--- src/rtl/dst_pkg.sv ---
package dst_pkg;

    localparam int DST_REGS  = 8;
    localparam int PT_REGS   = 4;
    localparam int IDX_W     = $clog2(DST_REGS);

    // offsets inside one point
    localparam int OFS_MONTH = 0;
    localparam int OFS_WSEL  = 1;
    localparam int OFS_DATE  = 2;
    localparam int OFS_HOUR  = 3;

    typedef logic [7:0] cfg_byte_t;

    typedef struct packed {
        logic [DST_REGS-1:0][7:0] cfg;
        logic                     adj;
        logic                     load;
        logic [7:0]               load_hr;
    } dst_state_t;

    function automatic logic [6:0] bcd_to_bin(input logic [7:0] b);
        return 7'(b[7:4]) * 7'd10 + 7'(b[3:0]);
    endfunction

    function automatic logic [7:0] bin_to_bcd(input logic [6:0] v);
        logic [3:0] tens;
        logic [3:0] ones;
        tens = 4'(v / 7'd10);
        ones = 4'(v % 7'd10);
        return {tens, ones};
    endfunction

endpackage

--- src/rtl/dst_point_match.sv ---
module dst_point_match
    import dst_pkg::*;
#(
    parameter int WDAY_W = 3,
    parameter int DAYS_PER_WEEK = 7
) (
    input  logic [7:0]        month_cfg,
    input  logic [7:0]        wsel_cfg,
    input  logic [7:0]        date_cfg,
    input  logic [7:0]        hour_cfg,
    input  logic [7:0]        cal_month,
    input  logic [7:0]        cal_date,
    input  logic [WDAY_W-1:0] cal_wday,
    input  logic [7:0]        cal_hour,
    output logic              hit
);
    logic [6:0] day_bin;
    logic [2:0] week_no;
    logic       month_eq;
    logic       day_eq;
    logic       hour_eq;
    logic       unused_bits;

    always_comb begin
        day_bin  = bcd_to_bin(cal_date);
        week_no  = 3'((day_bin - 7'd1) / 7'(DAYS_PER_WEEK) + 7'd1);
        month_eq = (month_cfg[4:0] == cal_month[4:0]);
        hour_eq  = (hour_cfg[5:0] == cal_hour[5:0]);
        if (wsel_cfg[6]) begin
            day_eq = (wsel_cfg[5:3] == week_no) &&
                     (wsel_cfg[WDAY_W-1:0] == cal_wday);
        end else begin
            day_eq = (date_cfg[5:0] == cal_date[5:0]);
        end
        hit = month_eq && day_eq && hour_eq;
    end

    assign unused_bits = ^{month_cfg[7:5], wsel_cfg[7], date_cfg[7:6],
                           hour_cfg[7:6], cal_month[7:5], cal_hour[7:6]};

endmodule

--- src/rtl/dst_hour_step.sv ---
module dst_hour_step
    import dst_pkg::*;
#(
    parameter bit STEP_UP  = 1'b1,
    parameter int HOURS    = 24
) (
    input  logic [7:0] hour_in,
    output logic [7:0] hour_out
);
    localparam logic [6:0] LAST_HOUR = 7'(HOURS - 1);

    logic [6:0] h_bin;
    logic [6:0] h_next;

    assign h_bin = bcd_to_bin({2'b00, hour_in[5:0]});

    generate
        if (STEP_UP) begin : g_up
            assign h_next = (h_bin >= LAST_HOUR) ? 7'd0 : h_bin + 7'd1;
        end else begin : g_down
            assign h_next = (h_bin == 7'd0) ? LAST_HOUR : h_bin - 7'd1;
        end
    endgenerate

    assign hour_out = bin_to_bcd(h_next);

endmodule

--- src/rtl/dst_shift_unit.sv ---
module dst_shift_unit
    import dst_pkg::*;
#(
    parameter logic [7:0] FWD_MONTH_RST = 8'h04,
    parameter logic [7:0] FWD_WSEL_RST  = 8'h00,
    parameter logic [7:0] FWD_DATE_RST  = 8'h01,
    parameter logic [7:0] FWD_HOUR_RST  = 8'h02,
    parameter logic [7:0] REV_MONTH_RST = 8'h10,
    parameter logic [7:0] REV_WSEL_RST  = 8'h00,
    parameter logic [7:0] REV_DATE_RST  = 8'h01,
    parameter logic [7:0] REV_HOUR_RST  = 8'h02,
    parameter int         WDAY_W        = 3
) (
    input  logic              clk,
    input  logic              rst_n,
    input  logic              cfg_we,
    input  logic [IDX_W-1:0]  cfg_idx,
    input  logic [7:0]        cfg_wdata,
    input  logic              time_tick,
    input  logic [7:0]        cal_month,
    input  logic [7:0]        cal_date,
    input  logic [WDAY_W-1:0] cal_wday,
    input  logic [7:0]        cal_hour,
    input  logic [7:0]        cal_min,
    input  logic [7:0]        cal_sec,
    output logic              hour_load,
    output logic [7:0]        hour_load_val,
    output logic              dst_active
);
    localparam int NUM_PTS = DST_REGS / PT_REGS;
    localparam int PT_FWD  = 0;
    localparam int PT_REV  = 1;
    localparam int EN_BIT  = 7;

    localparam logic [DST_REGS-1:0][7:0] CFG_RST = {
        REV_HOUR_RST, REV_DATE_RST, REV_WSEL_RST, REV_MONTH_RST,
        FWD_HOUR_RST, FWD_DATE_RST, FWD_WSEL_RST, FWD_MONTH_RST};

    localparam dst_state_t STATE_RST = '{cfg: CFG_RST, adj: 1'b0,
                                         load: 1'b0, load_hr: 8'h00};

    dst_state_t s_d, s_q;

    logic [NUM_PTS-1:0] pt_hit;
    logic [7:0]         hr_up;
    logic [7:0]         hr_dn;
    logic               top_of_hour;

    genvar p;
    generate
        for (p = 0; p < NUM_PTS; p++) begin : g_pt
            dst_point_match #(.WDAY_W(WDAY_W)) u_match (
                .month_cfg (s_q.cfg[p*PT_REGS + OFS_MONTH]),
                .wsel_cfg  (s_q.cfg[p*PT_REGS + OFS_WSEL]),
                .date_cfg  (s_q.cfg[p*PT_REGS + OFS_DATE]),
                .hour_cfg  (s_q.cfg[p*PT_REGS + OFS_HOUR]),
                .cal_month (cal_month),
                .cal_date  (cal_date),
                .cal_wday  (cal_wday),
                .cal_hour  (cal_hour),
                .hit       (pt_hit[p])
            );
        end
    endgenerate

    dst_hour_step #(.STEP_UP(1'b1)) u_step_up (
        .hour_in  (cal_hour),
        .hour_out (hr_up)
    );

    dst_hour_step #(.STEP_UP(1'b0)) u_step_dn (
        .hour_in  (cal_hour),
        .hour_out (hr_dn)
    );

    always_comb begin
        s_d      = s_q;
        s_d.load = 1'b0;

        if (cfg_we) begin
            s_d.cfg[cfg_idx] = cfg_wdata;
        end

        top_of_hour = time_tick && (cal_min == 8'h00) && (cal_sec == 8'h00) &&
                      s_q.cfg[PT_FWD*PT_REGS + OFS_MONTH][EN_BIT];

        if (top_of_hour) begin
            if (!s_q.adj && pt_hit[PT_FWD]) begin
                s_d.load    = 1'b1;
                s_d.load_hr = hr_up;
                s_d.adj     = 1'b1;
            end else if (s_q.adj && pt_hit[PT_REV]) begin
                s_d.load    = 1'b1;
                s_d.load_hr = hr_dn;
                s_d.adj     = 1'b0;
            end
        end
    end

    always_ff @(posedge clk) begin
        if (!rst_n) begin
            s_q <= STATE_RST;
        end else begin
            s_q <= s_d;
        end
    end

    assign hour_load     = s_q.load;
    assign hour_load_val = s_q.load_hr;
    assign dst_active    = s_q.adj;

endmodule

--- config.mk ---
export PLATFORM = sky130hd
export DESIGN_NAME = dst_shift_unit
export DESIGN_NICKNAME = d
export VERILOG_FILES = /design/src/rtl/dst_pkg.sv /design/src/rtl/dst_point_match.sv /design/src/rtl/dst_hour_step.sv /design/src/rtl/dst_shift_unit.sv
export SDC_FILE = /design/constraint.sdc
export NUM_CORES = 1
export LEC_CHECK = 0
export BUFFER_PORTS_ARGS = -buffer_cell sky130_fd_sc_hd__buf_4
export CORE_UTILIZATION = 64
export DETAILED_ROUTE_END_ITERATION = 8
export PLACE_DENSITY = 0.94
export SLEW_MARGIN = 15
export SYNTH_ARGS = -nofsm -noshare
export SYNTH_HDL_FRONTEND = slang
export SYNTH_SLANG_ARGS = --single-unit
--- constraint.sdc ---
create_clock -name clk -period 12.2 [get_ports clk]
set_clock_uncertainty 0.05 [all_clocks]
set_input_delay 3.05 -clock clk [delete_from_list [all_inputs] [get_ports clk]]
set_output_delay 3.05 -clock clk [all_outputs]
set_load 0.02 [all_outputs]
==> flow_metrics.tcl <==
set metrics [dict create \
    async_flop_share 0 \
    reg2reg_depth 11 \
    cts_max_level 3 \
    drt-vias-per-instance 6.37 \
    cts_buffers 9 \
    ys_seq_area_frac 0.237 \
    die_w_um 90.2 \
    setup.worst_path.end "hour_load_val[0]" \
    antenna_found_initial 0 \
    synthTopCellsByCount "dfxtp_1 (59), mux2i_1 (54), nor2b_1 (46)" \
    synth.avg_cell_area_um2 8.73 \
    num_rows 31 \
    ir_drop_uv 83.5 \
    clk_latency_ps 350 \
    max_slew_margin 0.219 \
    arrival_ps 9460 \
    place_ws_ps 2720 \
    crit_path_max_fanout 13 \
    wl_per_cell_um 17.8 \
    clk_path_buf_depth 2 \
    cp.required_ps 12390 \
    synth_largest_area_cell "dfxtp_1" \
    drtIter0Drc 261 \
    grt-ovfl-total 0 \
    place.gp.congestion 0.872 \
    outcome "finished clean" \
    routed_wl_um 12800 \
    placedInstanceArea_um2 5440 \
    drive_above_1_share 0.195 \
    start_util 0.676 \
    path_clk_slew_ps 70 \
    synth_edf_count 0 \
    cts_sinks 59 \
    fp.dieH_um 90.2 \
    synth.area.top_cells "dfxtp_1 (24%), mux2i_1 (11%), xnor2_1 (6.3%)" \
    cts_tree "done" \
    multiInputGateArea_um2 3530 \
    holdWs_ps 420 \
    min_from "hour_load_val[2]" \
    fin_nets 701 \
    rrSetupSlack_ps 8920 \
    grt_pass1_vias 4561 \
    place_hpwl_um 9120 \
    vias 4591 \
    final_area_um2 5630 \
    path_common_cell "ha_1" \
    finalSetupTns_ps 0 \
    postSynthCellCount 570 \
    max_freq_mhz 108 \
    cp_slowest_stage_delay_ps 510 \
    drt_first_pass_iters 6 \
    critPathCaptureType "flip-flop" \
    setup_viol 0 \
    post-synth-top-area-fraction 0.237 \
    synthesis.nets 654 \
    ys_seq_elements 59 \
    yosysMostFrequentCell "dfxtp_1" \
    finalHoldViolCount 0 \
    track_usage 0.319 \
    drc 0 \
    fillers 454 \
    cts_root_buf "clkbuf_8" \
    synth_cell_types 93 \
    ios 68 \
    p_leak_nw 2.33 \
    post_cts_buffers 0 \
    power_density_nw_per_um2 141 \
    worst_pin_slew_ps 1160 \
    core_area_um2 7370 \
    hold_path_class "reg2reg" \
    rsz0062_at_grt "no" \
    critical_path_class "in2reg" \
    setup_slack_ps 2940 \
    final_util 0.764 \
    cp_slowest_cell "ha_1" \
    hold_buffers 0 \
    cap_violations 0 \
    dieArea_um2 8140 \
    syn2layout_area_growth_pct 13.0 \
    layout_min_cycle_time_ps 9260 \
    ant_nets 0 \
    final-seq-area_um2 1180 \
    min_period_over_period 0.759 \
    syn_area_um2 4980 \
    yosysWarnings 0 \
    grt_pass1_wl_um 21200 \
    cts-resized-gates 0 \
    grt_max_degree 54 \
    start_kind "input port" \
    regToRegStartpoint "s_q[13]" \
    worstReg2RegEnd "hour_load_val[0]" \
    synth_ff_type "dfxtp_1" \
    io_buffers 62 \
    slew_violations 0 \
    n_antenna_cell 0 \
    crit_start "cal_date[5]" \
]
==> cell usage in the layout (no fill, tap or decap), types with 4 or more instances in the layout <==
cell type / synthesis / routed
ha_1: 23 / 23
o2bb2ai_1: 4 / 4
a21oi_1: 15 / 15
a31oi_1: 9 / 9
nor2_1: 19 / 19
nand2b_1: 5 / 5
xor2_1: 23 / 23
o22ai_1: 4 / 4
o21ai_0: 11 / 11
a21o_1: 6 / 6
a211oi_1: 4 / 4
o211ai_1: 6 / 6
xnor2_1: 36 / 36
nand4_1: 13 / 13
mux2i_1: 54 / 54
buf_4: 2 / 64
clkbuf_8: 1 / 9
nor4_1: 7 / 7
inv_1: 32 / 32
nand3_1: 15 / 15
nand2_1: 35 / 35
nor2b_1: 46 / 46
dfxtp_1: 59 / 59
and3_1: 5 / 5
nor3_1: 13 / 13
==> worst min path at each step <==
stage	to	slack [ps]	depth (start not counted)
detailed placement	hour_load_val[5]	410	1
finish	hour_load_val[2]	420	1
floorplan	s_q[26]	410	2
global route	hour_load_val[4]	440	1
global placement	hour_load_val[7]	390	1
CTS	hour_load_val[5]	430	1
==> power by group <==
| group | leakage [nW] | switching (mW) | total (mW) | internal (mW) |
|---|---|---|---|---|
| registers | 0.477 | 0.00257 | 0.199 | 0.196 |
| clock network | 0.0950 | 0.0868 | 0.180 | 0.0934 |
| logic | 1.75 | 0.246 | 0.416 | 0.170 |
| total | 2.33 | 0.336 | 0.795 | 0.459 |
==> critical path, delay by kind of cell <==
kind                       cells  cell delay [ps]
AOI/OAI and AO/OA              9             2120
buffers and inverters          4              310
xor gates and xnor gates       1              170
muxes                          1              190
and+or+nand+nor                9             1710
adders and majority gates      6             1920
==> state kept, by name, indices dropped and copies added, names as in the netlist <==
register / cells
hour_load: 1
hour_load_val: 8
dst_active: 1
s_q: 49
==> area by class of cell <==
class,count,area share
sequential,59,0.210
multi-input combinational,450,0.627
clock inverter,7,0.0122
timing repair buffer,64,0.0854
clock buffer,9,0.0220
tap,99,0.0220
inverter,33,0.0220
==> metal layers <==
layer | up-vias | track usage | part of all wire
met5 | - | 0 | 0
met4 | 0 | 0.129 | 0.024
met3 | 40 | 0.0558 | 0.059
met2 | 216 | 0.552 | 0.50
met1 | 2175 | 0.389 | 0.42
li1 | 2160 | - | -
==> through the flow <==
| stage | cells | total power, mW |
|---|---|---|
| after floorplan | 570 | 0.527 |
| after global placement | 705 | 0.584 |
| after detailed placement | 705 | 0.602 |
| after CTS | 721 | 0.784 |
| after global routing | 721 | 0.835 |
| final | 721 | 0.795 |
==> kinds of logic (layout without fill, tap and decap cells) <==
logic type	count (synthesis)	count (layout)	share of synthesized area
simple gates	194	194	0.227
fa+ha+maj	26	26	0.0699
compound gates	116	116	0.194
buf+inv	61	113	0.0545
flops	59	59	0.237
mux	54	54	0.109
xor+xnor	60	60	0.109
Power figures use the tool's default switching activity.
